## src/rtl/sdclk_pkg.sv

```systemverilog
package sdclk_pkg;

    typedef enum logic [2:0] {
        ST_IDLE,
        ST_GATE_OFF,
        ST_SEARCH,
        ST_WRITE_DIV,
        ST_GATE_ON,
        ST_FINISH
    } sdclk_state_e;

    localparam logic [31:0] SEED_CODE  = 32'h8000_0080;
    localparam int          PRE_SHIFT  = 9;
    localparam int          MAX_SHIFT  = 9;
    localparam int          FIX_BIT    = 22;
    localparam int          LOW_W      = 8;
    localparam int          EN_BIT     = 8;
    localparam logic [31:0] DIV_MASK   = 32'hFFC0_00FF;

endpackage

```

## src/rtl/sdclk_div_search.sv

```systemverilog
module sdclk_div_search #(
    parameter int          DATA_W    = 32,
    parameter int          CODE_W    = 32,
    parameter logic [CODE_W-1:0] SEED = '0,
    parameter int          PRE_SHIFT = 9,
    parameter int          MAX_SHIFT = 9,
    localparam int         ITER_W    = $clog2(MAX_SHIFT + 1)
) (
    input  logic              clk,
    input  logic              rst_n,
    input  logic              load,
    input  logic [DATA_W-1:0] src_in,
    input  logic [DATA_W-1:0] target,
    input  logic              step,
    output logic              cont,
    output logic [CODE_W-1:0] code
);

    logic [DATA_W-1:0] divided;
    logic [ITER_W-1:0] iter;

    // One comparison per cycle; the widened compare keeps the doubled value exact.
    always_comb begin
        cont = (iter < ITER_W'(MAX_SHIFT)) &&
               ({1'b0, target} >= {divided, 1'b0});
    end

    always_ff @(posedge clk) begin
        if (!rst_n) begin
            divided <= '0;
            iter    <= '0;
            code    <= '0;
        end else if (load) begin
            divided <= src_in >> PRE_SHIFT;
            iter    <= '0;
            code    <= SEED;
        end else if (step) begin
            divided <= divided << 1;
            iter    <= iter + 1'b1;
            code    <= code >> 1;
        end
    end

endmodule

```

## src/rtl/sdclk_code_fix.sv

```systemverilog
module sdclk_code_fix #(
    parameter int CODE_W  = 32,
    parameter int FIX_BIT = 22,
    parameter int LOW_W   = 8
) (
    input  logic [CODE_W-1:0] raw,
    input  logic              ddr_mode,
    input  logic              undiv_ok,
    output logic [CODE_W-1:0] fixed
);

    always_comb begin
        fixed = raw;
        if (undiv_ok && raw[FIX_BIT]) begin
            fixed[LOW_W-1:0] = ddr_mode ? {LOW_W{1'b0}} : {LOW_W{1'b1}};
        end
    end

endmodule

```

## src/rtl/sdclk_ctl_reg.sv

```systemverilog
module sdclk_ctl_reg #(
    parameter int                CTL_W    = 32,
    parameter int                EN_BIT   = 8,
    parameter logic [CTL_W-1:0]  DIV_MASK = '0
) (
    input  logic             clk,
    input  logic             rst_n,
    input  logic             gate_off,
    input  logic             wr_div,
    input  logic [CTL_W-1:0] div_val,
    input  logic             gate_on,
    output logic [CTL_W-1:0] ctl
);

    always_ff @(posedge clk) begin
        if (!rst_n) begin
            ctl <= '0;
        end else if (gate_off) begin
            ctl[EN_BIT] <= 1'b0;
        end else if (wr_div) begin
            ctl <= (ctl & ~DIV_MASK) | (div_val & DIV_MASK);
        end else if (gate_on) begin
            ctl[EN_BIT] <= 1'b1;
        end
    end

endmodule

```

## src/rtl/sdclk_prog.sv

```systemverilog
module sdclk_prog
    import sdclk_pkg::*;
#(
    parameter int DATA_W = 32,
    parameter int CTL_W  = 32
) (
    input  logic              clk,
    input  logic              rst_n,
    input  logic              req_valid,
    input  logic [DATA_W-1:0] req_freq,
    input  logic [DATA_W-1:0] src_rate,
    input  logic              hs400_mode,
    input  logic              actual_clk_en,
    output logic              busy,
    output logic              done,
    output logic [CTL_W-1:0]  div_code,
    output logic [DATA_W-1:0] actual_rate,
    output logic [CTL_W-1:0]  card_ctl
);

    sdclk_state_e state, state_nx;

    logic [DATA_W-1:0] lat_freq;
    logic [DATA_W-1:0] lat_src;
    logic              lat_hs;
    logic              lat_act;
    logic              accept;
    logic              srch_load;
    logic              srch_step;
    logic              srch_cont;
    logic              do_gate_off;
    logic              do_wr_div;
    logic              do_gate_on;
    logic [CTL_W-1:0]  raw_code;
    logic [CTL_W-1:0]  fixed_code;

    // State register
    always_ff @(posedge clk) begin
        if (!rst_n) state <= ST_IDLE;
        else        state <= state_nx;
    end

    // Next state and outputs
    always_comb begin
        state_nx    = state;
        accept      = 1'b0;
        srch_load   = 1'b0;
        srch_step   = 1'b0;
        do_gate_off = 1'b0;
        do_wr_div   = 1'b0;
        do_gate_on  = 1'b0;
        busy        = 1'b0;
        done        = 1'b0;
        unique case (state)
            ST_IDLE: begin
                if (req_valid) begin
                    accept    = 1'b1;
                    srch_load = 1'b1;
                    state_nx  = ST_GATE_OFF;
                end
            end
            ST_GATE_OFF: begin
                busy        = 1'b1;
                do_gate_off = 1'b1;
                state_nx    = (lat_freq == '0) ? ST_FINISH : ST_SEARCH;
            end
            ST_SEARCH: begin
                busy = 1'b1;
                if (srch_cont) srch_step = 1'b1;
                else           state_nx  = ST_WRITE_DIV;
            end
            ST_WRITE_DIV: begin
                busy      = 1'b1;
                do_wr_div = 1'b1;
                state_nx  = ST_GATE_ON;
            end
            ST_GATE_ON: begin
                busy       = 1'b1;
                do_gate_on = 1'b1;
                state_nx   = ST_FINISH;
            end
            ST_FINISH: begin
                done     = 1'b1;
                state_nx = ST_IDLE;
            end
            default: state_nx = ST_IDLE;
        endcase
    end

    // Request capture and reported values
    always_ff @(posedge clk) begin
        if (!rst_n) begin
            lat_freq    <= '0;
            lat_src     <= '0;
            lat_hs      <= 1'b0;
            lat_act     <= 1'b0;
            div_code    <= '0;
            actual_rate <= '0;
        end else begin
            if (accept) begin
                lat_freq <= req_freq;
                lat_src  <= src_rate;
                lat_hs   <= hs400_mode;
                lat_act  <= actual_clk_en;
            end
            if (do_gate_off) begin
                actual_rate <= (lat_freq == '0) ? '0 : lat_src;
            end
            if (do_wr_div) begin
                div_code <= fixed_code;
            end
        end
    end

    sdclk_div_search #(
        .DATA_W    (DATA_W),
        .CODE_W    (CTL_W),
        .SEED      (CTL_W'(SEED_CODE)),
        .PRE_SHIFT (PRE_SHIFT),
        .MAX_SHIFT (MAX_SHIFT)
    ) u_search (
        .clk    (clk),
        .rst_n  (rst_n),
        .load   (srch_load),
        .src_in (src_rate),
        .target (lat_freq),
        .step   (srch_step),
        .cont   (srch_cont),
        .code   (raw_code)
    );

    sdclk_code_fix #(
        .CODE_W  (CTL_W),
        .FIX_BIT (FIX_BIT),
        .LOW_W   (LOW_W)
    ) u_fix (
        .raw      (raw_code),
        .ddr_mode (lat_hs),
        .undiv_ok (lat_act),
        .fixed    (fixed_code)
    );

    sdclk_ctl_reg #(
        .CTL_W    (CTL_W),
        .EN_BIT   (EN_BIT),
        .DIV_MASK (CTL_W'(DIV_MASK))
    ) u_ctl (
        .clk      (clk),
        .rst_n    (rst_n),
        .gate_off (do_gate_off),
        .wr_div   (do_wr_div),
        .div_val  (fixed_code),
        .gate_on  (do_gate_on),
        .ctl      (card_ctl)
    );

endmodule

```

## config.mk

```make
export PLATFORM = sky130hd
export DESIGN_NAME = sdclk_prog
export DESIGN_NICKNAME = d
export VERILOG_FILES = /design/src/rtl/sdclk_pkg.sv /design/src/rtl/sdclk_div_search.sv /design/src/rtl/sdclk_code_fix.sv /design/src/rtl/sdclk_ctl_reg.sv /design/src/rtl/sdclk_prog.sv
export SDC_FILE = /design/constraint.sdc
export NUM_CORES = 1
export LEC_CHECK = 0
export BUFFER_PORTS_ARGS = -buffer_cell sky130_fd_sc_hd__buf_4
export CAP_MARGIN = 0
export CELL_PAD_IN_SITES_DETAIL_PLACEMENT = 1
export CELL_PAD_IN_SITES_GLOBAL_PLACEMENT = 1
export CORE_MARGIN = 1.5
export CORE_UTILIZATION = 37
export DETAILED_ROUTE_END_ITERATION = 12
export GPL_ROUTABILITY_DRIVEN = 0
export GPL_TIMING_DRIVEN = 1
export PLACE_DENSITY = 0.74
export REMOVE_ABC_BUFFERS = 1
export SLEW_MARGIN = 20
export SYNTH_ARGS = -nofsm -noshare
export SYNTH_HDL_FRONTEND = slang
export SYNTH_SLANG_ARGS = --single-unit
export TNS_END_PERCENT = 10
```

## constraint.sdc

```tcl
create_clock -name clk -period 2.2 [get_ports clk]
set_input_delay 0.44 -clock clk [delete_from_list [all_inputs] [get_ports clk]]
set_output_delay 0.44 -clock clk [all_outputs]
set_load 0.1 [all_outputs]
```

# ---- Word level (Yosys, flattened, before mapping)
# Cells that the tools add are included.
dict set report op_classes {
  n_bitwise 3
  n_mux 22
  n_lt_le_gt_ge 2
  eq_ne 7
  n_addsub 1
  n_reduce_logical 11
}
# operator count
set ops {}
lappend ops {{$mux 32} 3}
lappend ops {{$mux 23} 2}
lappend ops {{$ge 32x33->1} 1}
lappend ops {{$logic_not 32->1} 1}
lappend ops {{$or 22x32->32} 1}
lappend ops {{$mux 8} 2}
lappend ops {{$pmux 3 s5} 1}
lappend ops {{$mux 1} 11}
lappend ops {{$mux 3} 3}
lappend ops {{$eq 3x2->1 const B} 2}
lappend ops {{$eq 3x3->1 const B} 2}
lappend ops {{$add 4x1->4 const B} 1}
lappend ops {{$lt 4x4->1 const B} 1}
lappend ops {{$ne 2x2->1 const B} 2}
lappend ops {{$reduce_and 2->1} 2}
lappend ops {{$reduce_bool 2->1} 2}
lappend ops {{$reduce_or 2->1} 2}
lappend ops {{$reduce_or 4->1} 1}
lappend ops {{$eq 3x1->1 const B} 1}
lappend ops {{$logic_not 3->1} 1}
lappend ops {{$logic_and 1x1->1} 2}
lappend ops {{$not 1->1} 2}
dict set report word_totals {
  ff_bits 233
  elab_cells 60
}

# ---- Depth between registers and ports, before layout
dict set report logic_depth {
  depth_word 6
  depth_mapped 11
  depth_no_buf 9
}

# ---- Modules after synthesis
# A second synthesis with hierarchy kept.
dict set report hier_totals {
  cells_unflattened 1056
  hier_area_um2 9272.6
}
# mod instances area_each_um2 cells_per_inst
set modules_own_cells {}
lappend modules_own_cells {sdclk_prog 1 4596.9 534}
lappend modules_own_cells {sdclk_div_search 1 3518.4 390}
lappend modules_own_cells {sdclk_ctl_reg 1 893.4 97}
lappend modules_own_cells {sdclk_code_fix 1 264.0 35}

# ---- Worst setup path after synthesis
# No wires, ideal clock.
dict set report synth_path {
  path_type {register to output}
  startpoint {register state[0]}
  endpoint {output busy}
  arrival_time_ns 2.083
  stages_incl_launch_ff 3
  path_buffers 0
  path_slack_ns -0.323
  path_cell_list {dfxtp_1 -> nor2_1 -> xnor2_1}
}
dict set report synth_via {
  elab_chain_cells 3
}
# item line_no
set synth_lines {}
lappend synth_lines {{start, declared} sdclk_prog.sv:21} ;# sdclk_state_e state, state_nx;
lappend synth_lines {{start signal, assigned} sdclk_prog.sv:40} ;# else state <= state_nx;
lappend synth_lines {{$eq 3x2->1, or another cell as far along} sdclk_prog.sv:54} ;# unique case (state)
lappend synth_lines {{$reduce_or 4->1 (no source line) *} n/a}
lappend synth_lines {{$mux 1 *} sdclk_prog.sv:54}
lappend synth_lines {{end, declared} sdclk_prog.sv:14} ;# output logic busy,
# Every way passes the cells marked *; elsewhere a longest branch is shown, timed or not.

# ---- Final worst setup path
dict set report layout_path {
  startpoint {register u_search.divided[15]}
  endpoint {register u_search.divided[27]}
}
dict set report layout_via {
  elab_chain_cells 4
}
# item line_no
set layout_lines {}
lappend layout_lines {{start, declared} sdclk_div_search.sv:19} ;# logic [DATA_W-1:0] divided;
lappend layout_lines {{start signal, assigned} sdclk_div_search.sv:34} ;# divided <= src_in >> PRE_SHIFT;
lappend layout_lines {{start signal, assigned} sdclk_div_search.sv:38} ;# divided <= divided << 1;
lappend layout_lines {{$ge 32x33->1} sdclk_div_search.sv:25} ;# ({1'b0, target} >= {divided, 1'b0});
lappend layout_lines {{$logic_and 1x1->1} sdclk_div_search.sv:24} ;# cont = (iter < ITER_W'(MAX_SHIFT)) &&
lappend layout_lines {{$mux 1} sdclk_prog.sv:69} ;# if (srch_cont) srch_step = 1'b1;
lappend layout_lines {{$mux 1} sdclk_prog.sv:54}
# Every way passes these cells.
# A chain may end at the register's enable or synchronous reset.

==> metrics.txt <==
status finished with violations; violated checks setup timing; Buffers & Inverters on Critical Path 3; PD cells 1070 nW/um2; initial core utilization 0.377; WL/cell about 17 um; Crit. End Element flip-flop; kind of cell adding the most delay to the critical path simple AND/OR/NAND/NOR gates; final worst path period share 1.07; Async S/R FF share, synth 0; Final setup viols 68; top_reg_cell synth dfxtp_1; CTS root buf clkbuf_16; Vias a little under 8000; final cell count without fillers 1577; Clock Tree Buf Depth 3; Cell variety after synth 43; Fillers 2730; chip width 158 um; drt pass-1 iters 4; post-route ant nets 0; Syn-to-layout area delta 39.8%; Worst EP arrival between 2 and 3 ns; CTS HTree Levels 1; register area share after synthesis 0.496; Hold Violations, Final 0; Global Route Usage Sum 0.211; Max Freq about 430 MHz; synth warn 0; share of cells above drive strength 1 0.304; via count of the first global-routing pass 8165; synthesized area between 8000 and 9000 um2; die area approximately 25000 um2; vias per cell 4.91; Core Region 23500 um2; Post-synth EDFFs 0; Critical Path Start Type flip-flop; final net count 1341; relative slew slack 0.572; global-route wire length before repair 42.1 mm; final max-slew violation count 0; CP peak stage delay around 0.36 ns; dpl ws -0.301 ns; drt total wl 26.4 mm; Die H 158 um; Worst Skew 0.0165 ns; unrepaired setup endpoints after global routing true; number of I/O pins around 170; fin worst setup slack -0.147 ns; total congestion overflow 0; flop and latch count out of synthesis 220; Setup CP Type flip-flop to flip-flop; most frequent cells in the layout buf_4 (245), nand2_1 (220), dfxtp_1 (205); actual slew at the worst max-slew pin roughly 0.64 ns; Max-cap violations 0; cts hold-fix bufs 0; CTS buffer count 25; largest net degree at the start of global routing 92; Starting DRT DRC Count 276; post-DP HPWL 17.8 mm; CTS Sinks between 200 and 250; Crit-path slowest cell and3_2; worst-skew pair later-pin latency between 0.5 and 0.6 ns; Worst-path clk slew ~0.06 ns; CP max FO 5; diodes inserted 0; CTS tree yes; crit-path cells inv_2, ha_4, nand4_1, buf_4, nor2_2, a21o_1, o311ai_4, and3_2, clkbuf_16, mux2i_1, nor2_1; Placed Cells 1523; fin crit period 2.35 ns; CP required 2.61 ns; num rows 56; most common cell after layout, fill and taps aside buf_4; VDD IR max just over 0.6 mV; HP Class input port to flip-flop; IO Port Bufs 153; Leakage 5.16 nW; Syn Inst Count 1014; initial antenna violation count 0; residual DRC count 0; Mapped Avg Cell Area 8.76 um2
==> cells by family after synthesis <==
group,count (synthesis),share of synthesized area
other,1,0.000422
buffers and inverters,114,0.0566
XOR/XNOR,2,0.00197
multiplexers,40,0.0451
adder cells (fa/ha/maj),33,0.0465
AO/OA/AOI/OAI,247,0.188
AND/OR/NAND/NOR,357,0.166
flip-flops,220,0.496
==> per-layer routing <==
layer,track usage,vias to the layer above,wire length (um)
li1,-,3833,-
met1,0.261,3752,11600
met2,0.377,123,13300
met3,0.0339,37,962
met4,0.0588,0,495
met5,0,-,0
==> what timing repair did <==
| item | in CTS | in global routing |
|---|---|---|
| pin swaps | 11 | 26 |
| gates resized for setup | 41 | 47 |
| setup buffers | 4 | 0 |
| cloned | 0 | 4 |
| endpoints found under the setup margin | 70 | 70 |
==> worst register-to-register path: cells and delay by family (launching register included) <==
family / cells / cell delay [ns]
adders and majority gates: 1 / 0.21
muxes: 1 / 0.19
AOI/OAI and AO/OA: 2 / 0.51
buffers and inverters: 3 / 0.37
and+or+nand+nor: 4 / 0.64
DFF: 1 / 0.33
==> power breakdown <==
group	leakage (nW)	internal, mW	total [mW]	switching (mW)
Clock	0.463	2.94	4.64	1.71
Sequential	1.79	4.37	4.61	0.243
Combinational	2.91	1.58	4.07	2.49
==> through the flow <==
stage / setup TNS (ns) / power (mW) / hold WS [ns] / area [um2] / util
after floorplan: -139.90 / 6.77 / 0.437 / 8560 / -
after global placement: -10.23 / 8.17 / 0.446 / 11000 / 0.467
after detailed placement: -16.87 / 8.28 / 0.455 / 11000 / 0.467
after CTS: -1.83 / 13.2 / 0.159 / 12200 / 0.517
after global routing: -10.76 / 14.0 / 0.176 / 12400 / 0.527
final: -4.24 / 13.3 / 0.176 / 12400 / 0.527
==> cells in the mapped netlist, drive strengths merged (4+ instances only) <==
cell type	number	area, um2
ha	33	413
clkbuf	51	191
nor4	9	62.6
nor2	82	308
a21o	7	52.6
nand2	222	833
and3	4	25.0
a21oi	58	290
a22o	31	272
nor2b	4	25.0
inv	37	139
nand4	8	50.1
nand3	7	35.0
mux2i	40	400
dfxtp	220	4400
buf	26	173
and2	10	62.6
o21ai	38	190
a21boi	103	773
==> flip-flops by register name (all words and copies together), names as in the netlist <==
| register | flops |
|---|---|
| u_ctl.ctl | 19 |
| lat_hs | 1 |
| lat_act | 1 |
| lat_src | 32 |
| actual_rate | 32 |
| div_code | 32 |
| lat_freq | 32 |
| state | 3 |
| u_search.iter | 4 |
| u_search.code | 32 |
| u_search.divided | 32 |
==> cell type report <==
cell class                 instances  area, um2  area share
timing repair buffer             262       2140       0.173
multi-input combinational        693       4380       0.353
tap                              319        399      0.0321
inverter                          37        139      0.0112
clock buffer                      35        743      0.0599
clock inverter                    11        188      0.0151
sequential                       220       4420       0.356
==> path summary, 6_finish.rpt <==
check	slack (ns)	depth (start not counted)	from	to
min	0.18	3	actual_clk_en	lat_act
max reg2reg	-0.15	11	u_search.divided[15]	u_search.divided[27]
max	-0.15	11	u_search.divided[15]	u_search.divided[27]
min reg2reg	0.46	2	lat_src[31]	lat_src[31]
(Power assumes the default switching activity.)
